$ cat config.mk
export PLATFORM = sky130hd
export DESIGN_NAME = stagger_pdm_dac
export DESIGN_NICKNAME = d
export VERILOG_FILES = /design/src/rtl/pdm_dac_pkg.sv /design/src/rtl/pdm_slot_ring.sv /design/src/rtl/pdm_setpoint_bank.sv /design/src/rtl/pdm_lane.sv /design/src/rtl/stagger_pdm_dac.sv
export SDC_FILE = /design/constraint.sdc
export NUM_CORES = 2
export LEC_CHECK = 0
export BUFFER_PORTS_ARGS = -buffer_cell sky130_fd_sc_hd__buf_2
export CAP_MARGIN = 5
export CORE_ASPECT_RATIO = 0.6
export CORE_MARGIN = 3
export CORE_UTILIZATION = 30
export CTS_BUF_LIST = sky130_fd_sc_hd__clkbuf_4 sky130_fd_sc_hd__clkbuf_8
export DETAILED_ROUTE_END_ITERATION = 10
export GPL_TIMING_DRIVEN = 0
export PLACE_DENSITY_LB_ADDON = 0.25
export SLEW_MARGIN = 20
export SYNTH_ARGS = -nofsm -noshare
export SYNTH_HDL_FRONTEND = slang
export SYNTH_SLANG_ARGS = --single-unit
$ cat constraint.sdc
create_clock -name clk -period 5.5 [get_ports clk]
set_input_delay 0.825 -clock clk [delete_from_list [all_inputs] [get_ports clk]]
set_output_delay 0.825 -clock clk [all_outputs]
set_load 0.05 [all_outputs]
$ cat src/rtl/pdm_dac_pkg.sv
package pdm_dac_pkg;
  localparam int DEF_NCH = 32;
  localparam int DEF_DW  = 16;

  function automatic int idx_bits(input int n);
    return (n > 1) ? $clog2(n) : 1;
  endfunction
endpackage

$ cat src/rtl/pdm_slot_ring.sv
module pdm_slot_ring #(
  parameter int NCH = pdm_dac_pkg::DEF_NCH,
  parameter int SW  = pdm_dac_pkg::idx_bits(NCH)
) (
  input  logic           clk,
  input  logic           rst,
  output logic [SW-1:0]  slot,
  output logic [NCH-1:0] slot_oh
);
  localparam logic [SW-1:0] LAST = SW'(NCH - 1);

  always_ff @(posedge clk) begin
    if (rst)               slot <= '0;
    else if (slot == LAST) slot <= '0;
    else                   slot <= slot + 1'b1;
  end

  for (genvar g = 0; g < NCH; g++) begin : g_dec
    assign slot_oh[g] = (slot == SW'(g));
  end
endmodule

$ cat src/rtl/pdm_setpoint_bank.sv
module pdm_setpoint_bank #(
  parameter int NCH = pdm_dac_pkg::DEF_NCH,
  parameter int DW  = pdm_dac_pkg::DEF_DW,
  parameter int SW  = pdm_dac_pkg::idx_bits(NCH)
) (
  input  logic              clk,
  input  logic              rst,
  input  logic              we,
  input  logic [SW-1:0]     wchan,
  input  logic [DW-1:0]     wdata,
  output logic [NCH*DW-1:0] sp_flat
);
  for (genvar g = 0; g < NCH; g++) begin : g_sp
    logic [DW-1:0] sp_q;
    always_ff @(posedge clk) begin
      if (rst)                           sp_q <= '0;
      else if (we && wchan == SW'(g))    sp_q <= wdata;
    end
    assign sp_flat[g*DW +: DW] = sp_q;
  end
endmodule

$ cat src/rtl/pdm_lane.sv
module pdm_lane #(
  parameter int DW = pdm_dac_pkg::DEF_DW
) (
  input  logic          clk,
  input  logic          rst,
  input  logic          en,
  input  logic [DW-1:0] sp,
  output logic          pin
);
  logic [DW-1:0] acc;
  logic [DW:0]   sum;

  assign sum = {1'b0, acc} + {1'b0, sp};

  always_ff @(posedge clk) begin
    if (rst) begin
      acc <= '0;
      pin <= 1'b0;
    end else if (en) begin
      acc <= sum[DW-1:0];
      pin <= sum[DW];
    end
  end
endmodule

$ cat src/rtl/stagger_pdm_dac.sv
module stagger_pdm_dac #(
  parameter int NCH = pdm_dac_pkg::DEF_NCH,
  parameter int DW  = pdm_dac_pkg::DEF_DW,
  parameter int SW  = pdm_dac_pkg::idx_bits(NCH)
) (
  input  logic           clk,
  input  logic           rst,
  input  logic           wr_valid,
  output logic           wr_ready,
  input  logic [SW-1:0]  wr_chan,
  input  logic [DW-1:0]  wr_value,
  output logic [NCH-1:0] dac_pin
);
  logic [SW-1:0]     slot_idx;
  logic [NCH-1:0]    slot_oh;
  logic [NCH*DW-1:0] sp_flat;
  logic              wr_take;

  assign wr_ready = ~rst;
  assign wr_take  = wr_valid & wr_ready;

  pdm_slot_ring #(.NCH(NCH), .SW(SW)) u_ring (
    .clk(clk), .rst(rst), .slot(slot_idx), .slot_oh(slot_oh)
  );

  pdm_setpoint_bank #(.NCH(NCH), .DW(DW), .SW(SW)) u_bank (
    .clk(clk), .rst(rst), .we(wr_take), .wchan(wr_chan),
    .wdata(wr_value), .sp_flat(sp_flat)
  );

  for (genvar g = 0; g < NCH; g++) begin : g_lane
    pdm_lane #(.DW(DW)) u_lane (
      .clk(clk), .rst(rst), .en(slot_oh[g]),
      .sp(sp_flat[g*DW +: DW]), .pin(dac_pin[g])
    );
  end
endmodule

# After elaboration in Yosys (flattened, before gate mapping)
# Index checks and enable logic that the tools add are counted.
[classes]
addsub = 33
eq_ne = 62
bitwise = 2
reduce_logical = 35
[ops]
columns = ["cell", "n"]
rows = [
  ["adder 16 x 16 -> 17 bit", 32],
  ["equality test 5 bit, second input constant", 32],
  ["equality test 5 x 4 -> 1 bit, second input constant", 16],
  ["equality test 5 x 3 -> 1 bit, second input constant", 8],
  ["logical AND 1 bit", 32],
  ["equality test 5 x 2 -> 1 bit, second input constant", 4],
  ["equality test 5 x 1 -> 1 bit, second input constant", 2],
  ["logical NOT 5 bit", 2],
  ["adder 5 x 1 -> 5 bit, second input constant", 1],
  ["OR reduction 2 bit", 1],
  ["AND 1 bit", 1],
  ["inverter 1 bit", 1],
]
[word_totals]
reg_bits = 1061
in_bits = 24

# Depth between registers and ports, before layout
[logic_depth]
ltp_word = 3
depth_mapped = 10
depth_no_buf = 10

# Cells and area by module
# From an unflattened synthesis, not the netlist that was laid out.
[hier_totals]
cells_unflattened = 7433
area_unflattened_um2 = 66804.1
[by_module_without_submodules]
columns = ["module", "n_inst", "cells_each", "area_per_inst_um2", "seq_area_each_um2"]
rows = [
  ["pdm_lane (g_lane[0].u_lane ...)", 18, 181, 1465.2, 340.3],
  ["pdm_setpoint_bank", 1, 1748, 19790.2, 10249.8],
  ["pdm_lane (g_lane[26].u_lane ...)", 13, 168, 1442.6, 340.3],
  ["pdm_lane (g_lane[9].u_lane)", 1, 169, 1385.1, 340.3],
  ["pdm_slot_ring", 1, 72, 491.7, 100.1],
  ["stagger_pdm_dac", 1, 2, 10.0, 0.0],
]

# Worst setup path after synthesis
# OpenSTA, ideal clock, no wires.
[synth_timing]
path_type = "input port to output port"
from = "in rst"
to = "out wr_ready"
t_arrival_ns = 1.829
required_ns = 4.675
setup_slack_ns = 2.846
stages = 3
path_buffers = 2
path_cell_list = "inv_2 > clkbuf_1 > buf_1"
[synth_via]
elab_chain_cells = 1
[synth_rtl]
columns = ["item", "line_no", "text"]
rows = [
  ["start, declared", "stagger_pdm_dac.sv:7", "input logic rst,"],
  ["inverter 1 bit", "stagger_pdm_dac.sv:19", "assign wr_ready = ~rst;"],
  ["end, declared", "stagger_pdm_dac.sv:9", "output logic wr_ready,"],
]
# No other way between the ends.

# Worst setup path after layout
[layout_timing]
from = "in rst"
to = "reg u_bank.g_sp[7].sp_q[12]"
[layout_via]
elab_chain_cells = 3
[layout_rtl]
columns = ["item", "line_no", "text"]
rows = [
  ["inverter 1 bit", "stagger_pdm_dac.sv:19", ""],
  ["AND 1 bit", "stagger_pdm_dac.sv:20", "assign wr_take = wr_valid & wr_ready;"],
  ["logical AND 1 bit", "pdm_setpoint_bank.sv:17", "else if (we && wchan == SW'(g)) sp_q <= wdata;"],
  ["end signal, assigned", "pdm_setpoint_bank.sv:17", ""],
  ["end, declared", "pdm_setpoint_bank.sv:14", "logic [DW-1:0] sp_q;"],
]
# Several ways; a longest one is shown, not always the timed one.
# A chain may end at the register's enable or synchronous reset.

==> impl_metrics.tcl <==
set metrics [dict create \
    htree_levels 4 \
    rsz0062_at_grt "false" \
    final_nets 8248 \
    yosys-top-cells-count "1819 x nand2_1, 1204 x a21oi_1, 1061 x dfxtp_1, 518 x ha_1, 471 x nor2_1" \
    antenna_found_initial 20 \
    leakage_nw 26.2 \
    wl_per_cell_um 21.0 \
    worstPathArrival_ns 4.32 \
    hold_viol 0 \
    worst_slack_ns 1.84 \
    instances_no_fill 10400 \
    timing.hold.ws_ns 0.269 \
    grt_pass1_wl_um 319000 \
    synth_top_area_share_pct 36.4 \
    preCtsSetupSlack_ns 0.444 \
    core_um2 192000 \
    place.gp.congestion 0.923 \
    initial_core_util_pct 30.4 \
    first_pass_iters 6 \
    syn_to_final_growth_pct 13.3 \
    die_y_um 348 \
    synth_cells 7427 \
    r2r-end "g_lane[27].u_lane.pin$_SDFFE_PP0N_" \
    tightest_slew_ns 1.31 \
    yosysUniqueCellTypes 81 \
    critPathKind "input port to register" \
    async_flop_share_pct 0 \
    drc 0 \
    die-area_um2 200000 \
    syn-cell-area_um2 58400 \
    synth.most_common_cell "nand2_1" \
    r2r_start "g_lane[27].u_lane.acc[0]$_SDFFE_PP0N_" \
    critPathCapture "u_bank.g_sp[7].sp_q[12]$_SDFFE_PP0P_" \
    ir_drop_uv 163 \
    cts_resized 0 \
    clockRootBuffer "clkbuf_8" \
    synth_edf_count 0 \
    grt_max_degree 12 \
    power_density_nw_per_um2 249 \
    synth_top_area_cell "dfxtp_1" \
    status "complete, no violations" \
    num_vias 55100 \
    finalCritPeriodShare_pct 66.6 \
    ant_nets 0 \
    drive_gt1_share_pct 7.53 \
    startpoint_type "input port" \
    startpoint "rst" \
    dieWidth_um 576 \
    cts_setup_buffers 0 \
    reg2reg_slack_ns 2.35 \
    postLayoutCellArea_um2 66200 \
    p_total_mw 16.4 \
    worstSkewPairLatency_ns 0.92 \
    grt_pass1_vias 49600 \
    yosys-top-cells-area "dfxtp_1 36%, nand2_1 12%, ha_1 11%" \
    reg2reg_depth 10 \
    final_core_util_pct 34.5 \
    ys.flop_type "dfxtp_1" \
    setup_tns_ns 0 \
    cts_buffers 174 \
    crit_path_max_fanout 11 \
    clk_pin_slew_ns 0.06 \
    ios 57 \
    rows 124 \
    final-max-slew-violation-count 0 \
    synth.net_count 8001 \
    clock_path_buffers 4 \
    cts_tree "built" \
    dr.first_iter.drc_count 5664 \
    fin_worst_skew_ns 0.0992 \
    cp.required_ns 6.16 \
    io_buffer_count 56 \
    placed_area_um2 62300 \
    grt_overflow 0 \
    fmax_mhz 273 \
    clock-sinks 1061 \
    dp_cells 10100 \
    holdCritPathClass "input port to register" \
    end_kind "register" \
    avgSynthCellArea_um2 7.86 \
    dp_hpwl_um 159000 \
    max_slew_margin_pct 12.8 \
    ys_seq_area_share_pct 36.4 \
    max-cap-violations 0 \
    viasPerCell 5.30 \
    gr-usage-all-layers_pct 20.8 \
    hold_buffers 0 \
    min_from "wr_value[15]" \
    synth_warnings 0 \
    routed_wl_um 218000 \
    synth_seq_cells 1061 \
    min_period_ns 3.66 \
    setup_violations 0 \
]
## critical path, stage by stage
cell,delay (ns)
buf_2,0.25
clkbuf_2,0.57
clkbuf_1,0.94
clkbuf_2,0.64
clkbuf_1,0.92
a21oi_1,0.08
## state kept, by name, indices dropped and copies added (netlist names)
signal / cells
u_bank.g_sp.sp_q: 512
g_lane.u_lane.acc: 512
g_lane.u_lane.pin: 32
u_ring.slot: 5
## power breakdown
part           switching [mW]  leakage [nW]  internal (mW)
Sequential             0.0213          8.55           7.71
Combinational           0.724          15.6          0.139
Clock                    3.58          2.03           4.27
## cell type report
class                      instances  area (um2)
sequential                      1061       21200
multi-input combinational       5900       35300
antenna                            8        20.0
buffer                           369        1620
clock inverter                    35         312
fill                           20200      126000
inverter                          97         364
tap                             2583        3230
timing repair buffer              71         583
clock buffer                     273        3490
## cells by family (layout without fill, tap and decap cells)
kind of cell	after synthesis	after routing	share of synthesized area [%]
AND/OR/NAND/NOR	2781	2781	19.7
AO/OA/AOI/OAI	2181	2181	22.5
flip-flops	1061	1061	36.4
adder cells (fa/ha/maj)	550	550	12.2
buffers and inverters	466	845	3.26
XOR/XNOR	346	346	5.19
multiplexers	42	42	0.726
other	0	8	0
## worst min-delay path by stage
| stage | end | depth (start not counted) |
|---|---|---|
| 2_1_floorplan | g_lane[10].u_lane.acc[10]$_SDFFE_PP0N_ | 2 |
| 3_3_place_gp | g_lane[30].u_lane.acc[7]$_SDFFE_PP0N_ | 2 |
| 3_5_place_dp | g_lane[26].u_lane.acc[5]$_SDFFE_PP0N_ | 2 |
| 4_1_cts | u_bank.g_sp[1].sp_q[15]$_SDFFE_PP0P_ | 3 |
| 5_1_grt | u_bank.g_sp[1].sp_q[15]$_SDFFE_PP0P_ | 3 |
| 6_report | u_bank.g_sp[1].sp_q[15]$_SDFFE_PP0P_ | 3 |
## cell usage in the layout (no fill, tap or decap), types with 82 or more instances in the layout
master,instances
a211oi_1,131
a21o_1,184
a21oi_1,1204
buf_2,91
clkbuf_1,229
clkbuf_8,231
dfxtp_1,1061
ha_1,518
inv_1,95
nand2_1,1819
nand3_1,101
nor2_1,464
nor3_1,107
o21ai_0,211
o21bai_1,87
xnor2_1,264
xor2_1,82
## metal layers
metal  wire [um]  track usage, %
met5          34               0
met4        4860            4.86
met3       21200            5.08
met2       81700            27.5
met1      110000            32.7
No activity file was read; power rests on OpenSTA's default activity.
